$ cat config.mk
export PLATFORM = sky130hd
export DESIGN_NAME = ovl_mapper
export DESIGN_NICKNAME = d
export VERILOG_FILES = /design/src/rtl/ovl_pkg.sv /design/src/rtl/ovl_window_match.sv /design/src/rtl/ovl_prio_sel.sv /design/src/rtl/ovl_store.sv /design/src/rtl/ovl_mapper.sv
export SDC_FILE = /design/constraint.sdc
export NUM_CORES = 2
export LEC_CHECK = 0
export ABC_AREA = 1
export BUFFER_PORTS_ARGS = -buffer_cell sky130_fd_sc_hd__buf_2
export CAP_MARGIN = 20
export CORE_MARGIN = 1
export CORE_UTILIZATION = 40
export CTS_BUF_LIST = sky130_fd_sc_hd__clkbuf_4 sky130_fd_sc_hd__clkbuf_8
export CTS_CLUSTER_SIZE = 30
export DETAILED_ROUTE_END_ITERATION = 7
export HOLD_SLACK_MARGIN = 0.1
export REMOVE_ABC_BUFFERS = 1
export SLEW_MARGIN = 25
export SYNTH_ARGS = -nofsm -noshare
export SYNTH_HDL_FRONTEND = slang
export SYNTH_SLANG_ARGS = --single-unit
$ cat constraint.sdc
create_clock -name clk_i -period 2.2 [get_ports clk_i]
set_clock_uncertainty 0.1 [all_clocks]
set_input_delay 0.22 -clock clk_i [delete_from_list [all_inputs] [get_ports clk_i]]
set_output_delay 0.22 -clock clk_i [all_outputs]
set_load 0.01 [all_outputs]
$ cat src/rtl/ovl_pkg.sv
`timescale 1ns/1ps
package ovl_pkg;

   typedef enum logic [1:0] {
      MODE_OFF     = 2'b00,
      MODE_RO      = 2'b01,
      MODE_OFF_ALT = 2'b10,
      MODE_RW      = 2'b11
   } ovl_mode_e;

   function automatic logic mode_enabled(input logic [1:0] m);
      return (m == MODE_RO) || (m == MODE_RW);
   endfunction

   function automatic logic mode_writable(input logic [1:0] m);
      return m == MODE_RW;
   endfunction

endpackage

$ cat src/rtl/ovl_window_match.sv
`timescale 1ns/1ps
module ovl_window_match #(
   parameter int PAGE_W = 4
) (
   input  logic [PAGE_W-1:0] page_i,
   input  logic [PAGE_W-1:0] pos_i,
   input  logic [1:0]        mode_i,
   input  logic              cycle_i,
   output logic              hit_o,
   output logic              writable_o
);
   import ovl_pkg::*;

   logic page_eq;

   always_comb begin
      page_eq    = (page_i == pos_i);
      hit_o      = cycle_i && page_eq && mode_enabled(mode_i);
      writable_o = mode_writable(mode_i);
   end

endmodule

$ cat src/rtl/ovl_prio_sel.sv
`timescale 1ns/1ps
module ovl_prio_sel #(
   parameter int NUM_BANKS = 2,
   localparam int BSEL_W   = (NUM_BANKS > 1) ? $clog2(NUM_BANKS) : 1
) (
   input  logic [NUM_BANKS-1:0] hit_i,
   output logic                 any_o,
   output logic [BSEL_W-1:0]    idx_o
);

   always_comb begin
      any_o = 1'b0;
      idx_o = '0;
      for (int i = NUM_BANKS - 1; i >= 0; i--) begin
         if (hit_i[i]) begin
            any_o = 1'b1;
            idx_o = BSEL_W'(i);
         end
      end
   end

endmodule

$ cat src/rtl/ovl_store.sv
`timescale 1ns/1ps
module ovl_store #(
   parameter int NUM_BANKS = 2,
   parameter int STORE_AW  = 6,
   parameter int DATA_W    = 8,
   localparam int BSEL_W   = (NUM_BANKS > 1) ? $clog2(NUM_BANKS) : 1,
   localparam int DEPTH    = 1 << STORE_AW
) (
   input  logic                clk_i,
   input  logic                rst_ni,
   input  logic                t_we_i,
   input  logic [BSEL_W-1:0]   t_bank_i,
   input  logic [STORE_AW-1:0] t_ofs_i,
   input  logic [DATA_W-1:0]   t_wdata_i,
   output logic [DATA_W-1:0]   t_rdata_o,
   input  logic                e_we_i,
   input  logic [BSEL_W-1:0]   e_bank_i,
   input  logic [STORE_AW-1:0] e_ofs_i,
   input  logic [DATA_W-1:0]   e_wdata_i,
   output logic [DATA_W-1:0]   e_rdata_o
);

   logic [DATA_W-1:0] rd_t [NUM_BANKS];
   logic [DATA_W-1:0] rd_e [NUM_BANKS];

   for (genvar b = 0; b < NUM_BANKS; b++) begin : g_bank
      logic [DATA_W-1:0] mem [DEPTH];
      logic              t_sel;
      logic              e_sel;

      assign t_sel = t_we_i && (t_bank_i == BSEL_W'(b));
      assign e_sel = e_we_i && (e_bank_i == BSEL_W'(b));

      always_ff @(posedge clk_i) begin
         if (rst_ni) begin
            if (t_sel && !(e_sel && (e_ofs_i == t_ofs_i)))
               mem[t_ofs_i] <= t_wdata_i;
            if (e_sel)
               mem[e_ofs_i] <= e_wdata_i;
         end
      end

      assign rd_t[b] = mem[t_ofs_i];
      assign rd_e[b] = mem[e_ofs_i];
   end

   assign t_rdata_o = rd_t[t_bank_i];
   assign e_rdata_o = rd_e[e_bank_i];

endmodule

$ cat src/rtl/ovl_mapper.sv
`timescale 1ns/1ps
module ovl_mapper #(
   parameter int NUM_BANKS  = 2,
   parameter int ADDR_W     = 16,
   parameter int BANK_OFS_W = 12,
   parameter int STORE_AW   = 6,
   parameter int DATA_W     = 8,
   localparam int PAGE_W    = ADDR_W - BANK_OFS_W,
   localparam int BSEL_W    = (NUM_BANKS > 1) ? $clog2(NUM_BANKS) : 1,
   localparam int OADDR_W   = BSEL_W + BANK_OFS_W
) (
   input  logic                      clk_i,
   input  logic                      rst_ni,
   input  logic [ADDR_W-1:0]         tgt_addr_i,
   input  logic                      tgt_rd_i,
   input  logic                      tgt_wr_i,
   input  logic [DATA_W-1:0]         tgt_wdata_i,
   input  logic [NUM_BANKS*PAGE_W-1:0] bank_pos_i,
   input  logic [NUM_BANKS*2-1:0]    bank_mode_i,
   input  logic                      emu_we_i,
   input  logic [BSEL_W-1:0]         emu_bank_i,
   input  logic [STORE_AW-1:0]       emu_ofs_i,
   input  logic [DATA_W-1:0]         emu_wdata_i,
   output logic                      ovl_cs_o,
   output logic                      ovl_we_o,
   output logic                      tgt_inhibit_o,
   output logic [OADDR_W-1:0]        ovl_addr_o,
   output logic [DATA_W-1:0]         ovl_rdata_o,
   output logic [DATA_W-1:0]         emu_rdata_o
);

   if (NUM_BANKS < 2) begin : g_bad_banks
      $error("ovl_mapper: NUM_BANKS must be at least 2");
   end
   if (BANK_OFS_W >= ADDR_W) begin : g_bad_ofs
      $error("ovl_mapper: BANK_OFS_W must be below ADDR_W");
   end
   if (STORE_AW > BANK_OFS_W) begin : g_bad_store
      $error("ovl_mapper: STORE_AW must not exceed BANK_OFS_W");
   end

   logic [PAGE_W-1:0]    page;
   logic                 cycle;
   logic [NUM_BANKS-1:0] hit;
   logic [NUM_BANKS-1:0] writable;
   logic                 any_hit;
   logic [BSEL_W-1:0]    sel_bank;
   logic                 sel_writable;

   assign page  = tgt_addr_i[ADDR_W-1:BANK_OFS_W];
   assign cycle = tgt_rd_i || tgt_wr_i;

   for (genvar b = 0; b < NUM_BANKS; b++) begin : g_win
      ovl_window_match #(.PAGE_W(PAGE_W)) u_match (
         .page_i     (page),
         .pos_i      (bank_pos_i[b*PAGE_W +: PAGE_W]),
         .mode_i     (bank_mode_i[b*2 +: 2]),
         .cycle_i    (cycle),
         .hit_o      (hit[b]),
         .writable_o (writable[b])
      );
   end

   ovl_prio_sel #(.NUM_BANKS(NUM_BANKS)) u_prio (
      .hit_i (hit),
      .any_o (any_hit),
      .idx_o (sel_bank)
   );

   assign sel_writable  = writable[sel_bank];
   assign ovl_cs_o      = any_hit;
   assign tgt_inhibit_o = any_hit;
   assign ovl_we_o      = any_hit && tgt_wr_i && sel_writable;
   assign ovl_addr_o    = {sel_bank, tgt_addr_i[BANK_OFS_W-1:0]};

   ovl_store #(
      .NUM_BANKS (NUM_BANKS),
      .STORE_AW  (STORE_AW),
      .DATA_W    (DATA_W)
   ) u_store (
      .clk_i     (clk_i),
      .rst_ni    (rst_ni),
      .t_we_i    (ovl_we_o),
      .t_bank_i  (sel_bank),
      .t_ofs_i   (tgt_addr_i[STORE_AW-1:0]),
      .t_wdata_i (tgt_wdata_i),
      .t_rdata_o (ovl_rdata_o),
      .e_we_i    (emu_we_i),
      .e_bank_i  (emu_bank_i),
      .e_ofs_i   (emu_ofs_i),
      .e_wdata_i (emu_wdata_i),
      .e_rdata_o (emu_rdata_o)
   );

endmodule

# Word-level counts from Yosys, hierarchy flattened
# Memory sizes are Yosys's and may differ from the RTL's.
# Index checks and enable logic that the tools add are counted.
# classes
n_eq_ne	7
bitwise	4
reduce_logical	19
n_mux	23
n_lt_le_gt_ge	3
# ops
operator	n
8-bit 2-to-1 mux	6
1-bit 2-to-1 mux	17
1-bit logical AND	14
4-bit == test	2
6-bit == test	1
2-bit by 1-bit == test with 1-bit output, second input constant	2
2-bit == test, second input constant	2
2-bit greater-or-equal comparator, second input constant	2
1-bit NOT with 2-bit output	2
1-bit logical OR	3
1-bit logical NOT	2
1-bit by 2-bit < comparator with 1-bit output, second input constant	1
1-bit NOT	2
# word_totals
ramBits	1024
regBits	0
input_bits	56
elab_cells	58
n_memories	2
out_inout_bits	32
# memory_table
memory	words	width	rd	rd_clocked_by_memory_dff	write_ports	line	text
u_store.g_bank[0].mem	64	8	2	0	2	ovl_store.sv:27	logic [DATA_W-1:0] mem [DEPTH];
u_store.g_bank[1].mem	64	8	2	0	2	ovl_store.sv:27	

# Depth between registers and ports, before layout
# logic_depth
depth_word	13
ltp_mapped	14
mapped_depth_nobuf	11

# Modules after synthesis
# A second synthesis with hierarchy kept.
# hier_totals
hier_cells	10181
area_unflattened_um2	68410.6
# modules_own_cells
mod	instances	area_each_um2	cells_per_inst	seq_area_each_um2
ovl_store	1	68055.3	10105	30749.5
ovl_window_match	2	98.8	25	0.0
ovl_mapper	1	140.1	22	0.0
ovl_prio_sel	1	17.5	4	0.0

# Worst setup path before layout
# No wires, ideal clock.
# synth_timing
kind	in2reg
start	input tgt_addr_i[0]
end	memory u_store.g_bank[0].mem[10][0], enable pin
slack_ps	47
path_buffers	3
required_time_ps	1771
arrival_ps	1724
setup_time_ps	329
path_stages	11
path_cell_list	clkbuf_1 > inv_1 > clkbuf_1 > nand2_1 > nand4_1 > nand3b_1 > nor2_1 > nor2_2 > buf_2 > nand3_1 > nand2_1
# synth_rtl
element	line	text
start: declaration	ovl_mapper.sv:14	input logic [ADDR_W-1:0] tgt_addr_i,
end: declaration	ovl_store.sv:27	

==> flow_summary_export.csv <==
group,metric,value,unit
worst_setup_path,crit_path_top_delay_cell,"edfxtp_1",
floorplan,core_area,163000,µm²
status,violations,"setup timing",
clock_tree,cts_tree,"yes",
final_layout,nets,10000,
pwr,pwr-share-seq,0.451,
drt,wire_per_inst,25.2,µm
drt,wirelength,311000,µm
drt,firstDrtPassIters,6,
timing,slew_violations,0,
floorplan,die_x,408,µm
worst_setup_path,cp.arrival,2820,ps
synth,synth_top_area_share,0.466,
clock_tree,cts_buffer_depth,3,
worst_setup_path,cp_max_fo,2,
timing,fin_crit,3140,ps
synth,netlist_area,66000,µm²
final_layout,layout_common_cells,"nand2_1 (3,509), edfxtp_1 (1,024), o21ai_0 (934)",
worst_setup_path,crit_required,1880,ps
timing,setup_ws,-944,ps
timing,hold_slack,211,ps
pwr,p_total,47.7,mW
worst_setup_path,path_cells,"buf_6 > inv_2 > nand2_2 > nand3_2 > nand2_4 > o21ai_4 > buf_6 > nand2_4 > nor2_4 > nand3_4 > nand2_4 > inv_2 > buf_6",
drt,viasPerCell,5.59,
global_routing,grt-ovfl-total,0,
synth,ys_seq_area_frac,0.466,
global_routing,grt_max_degree,52,
placement,globalplace.congestion,1.06,
floorplan,rows,148,
synth,synthTopCellsByArea,"edfxtp_1 (47%), nand2_1 (21%), o21ai_0 (8.1%)",
clock_tree,numCtsBuffers,193,
final_layout,seq_area,30700,µm²
clock_tree,ctsRootBufferMaster,"clkbuf_8",
pwr,p_sw_frac,0.298,
global_routing,grt_pass1_vias,63900,
worst_setup_path,max_stage_delay,400,ps
final_layout,finish.utilization,0.521,
floorplan,die_h,408,µm
final_layout,top_register,"u_store.g_bank.mem",
final_layout,top_regs,"u_store.g_bank.mem: 1024 flops",
synth,postSynthAreaPerCell,7.09,µm²
pwr,combPwrFrac,0.166,
timing,grt_setup_unrepaired,"true",
placement,hpwl,226000,µm
worst_hold_path,min_path_type,"in -> reg",
synth,yosysUniqueCellTypes,29,
job,drv_cap,0,
final_layout,mostFrequentLayoutCell,"nand2_1",
worst_setup_path,criticalPathCategory,"reg -> out",
pwr,p_int,33.5,mW
synth,ys_seq_elements,1024,
floorplan,initial_core_util,0.404,
pwr,p_leak,39.6,nW
synth,yosysTopAreaCell,"edfxtp_1",
synth,syn_inst,9310,
timing,maxSlewHeadroom,0.591,
floorplan,top_level_ports,88,
clock_tree,htree_num_levels,4,
floorplan,die_area,167000,µm²
synth,yosysWarnings,0,
global_routing,grt_pass1_wl,445000,µm
timing,period_share,1.43,
worst_setup_path,critPathCaptureType,"primary output",
drt,ant_nets,0,
final_layout,largest_reg_flops,1024,
global_routing,grt_antenna_before_repair,10,
worst_setup_path,cp-start-kind,"register",
timing,setup_viol,16,
final_layout,multi_input_area,30600,µm²
clock_tree,clk_pin_slew,60,ps
drt,drc_errors,0,
timing,worst_slew_pin_slew,613,ps
placement,portBuffers,75,
pwr,power.share.clock,0.383,
global_routing,grt_usage,0.365,
final_layout,fillers,15700,
clock_tree,clock-sinks,1024,
timing,hold_viol_final,0,
final_layout,synthToLayoutAreaGrowth,29.0,%
drt,vias,68900,
pwr,ir_worst_vdd,0.000681,V
pwr,switchingPower,14.2,mW
final_layout,drive_gt1_frac,0.207,
timing,clock.fmax,318,MHz
drt,drtIter0Drc,9743,
pwr,p_per_area,560,nW/µm²
status,status,"finished, violations left",
[cell families (layout without fill, tap and decap cells)]
logic type | Yosys count | after routing | share of synthesized area
and+or+nand+nor | 5035 | 5035 | 0.308
other | 0 | 3 | 0
xor gates and xnor gates | 3 | 3 | 0.000398
buffers and inverters | 1750 | 2579 | 0.103
DFF | 1024 | 1024 | 0.466
AOI/OAI and AO/OA | 1498 | 1498 | 0.123
[area by class of cell]
type | count | share of cell area
Antenna cell | 3 | 0.0000882
Multi-Input combinational cell | 6536 | 0.360
Sequential cell | 1024 | 0.361
Clock buffer | 251 | 0.0365
Clock inverter | 91 | 0.00544
Timing Repair Buffer | 1252 | 0.161
Tap cell | 2175 | 0.0320
Inverter | 985 | 0.0442
[final timing paths]
check | from | cells after the start | endpoint | slack [ps]
max | u_store.g_bank[0].mem[46][0]$_DFFE_PP_ | 13 | ovl_rdata_o[0] | -940
min | emu_wdata_i[4] | 4 | u_store.g_bank[1].mem[63][4]$_DFFE_PP_ | 210
[cells in the mapped netlist, drive strengths merged]
| master | n |
|---|---|
| nand3 | 898 |
| nor2 | 417 |
| xor2 | 1 |
| o21ai | 1239 |
| edfxtp | 1024 |
| nand3b | 8 |
| nor3 | 16 |
| nand4 | 11 |
| clkinv | 5 |
| nand2 | 3663 |
| o211ai | 256 |
| or2 | 22 |
| o22ai | 2 |
| xnor2 | 2 |
| buf | 252 |
| clkbuf | 513 |
| a21oi | 1 |
| inv | 980 |
[metrics by stage]
step | setup WS, ps | area, µm² | TNS [ps] | std cells
finish | -944 | 85200 | -13250 | 12300
global placement | -1580 | 79000 | -883730 | 11900
detailed placement | -1180 | 79000 | -910670 | 11900
CTS | -1020 | 84400 | -14570 | 12300
floorplan | -5970 | 63000 | - | 8545
global route | -987 | 85200 | -14560 | 12300
[critical path: cells and delay by family, from the launching register on]
kind,cells,cell delay (ps)
compound gates,1,210
flops,1,400
simple gates,7,740
buf+inv,5,480
[power groups by stage]
stage	Clock [mW]	Combinational, mW	Sequential (mW)
final	18.2	7.92	21.5
after global routing	19.2	8.33	21.5
after CTS	18.4	7.57	21.5
after detailed placement	0	7.11	21.9
after global placement	0	7.05	21.9
after floorplan	0	2.94	21.9
[metal layers]
layer	global-route usage	wire, µm
met4	0.167	15800
met5	0	13
met3	0.0663	32900
met2	0.551	134000
met1	0.507	128000
[repair_timing]
item | CTS | global route
pin swaps | 169 | 182
endpoints found under the setup margin | 16 | 20
setup buffers | 11 | 8
hold buffers | 32 | 0
cloned | 0 | 1
hold endpoints to repair | 1135 | 0
resized for setup | 519 | 307
Note: power is estimated with default switching activity, not from simulation.
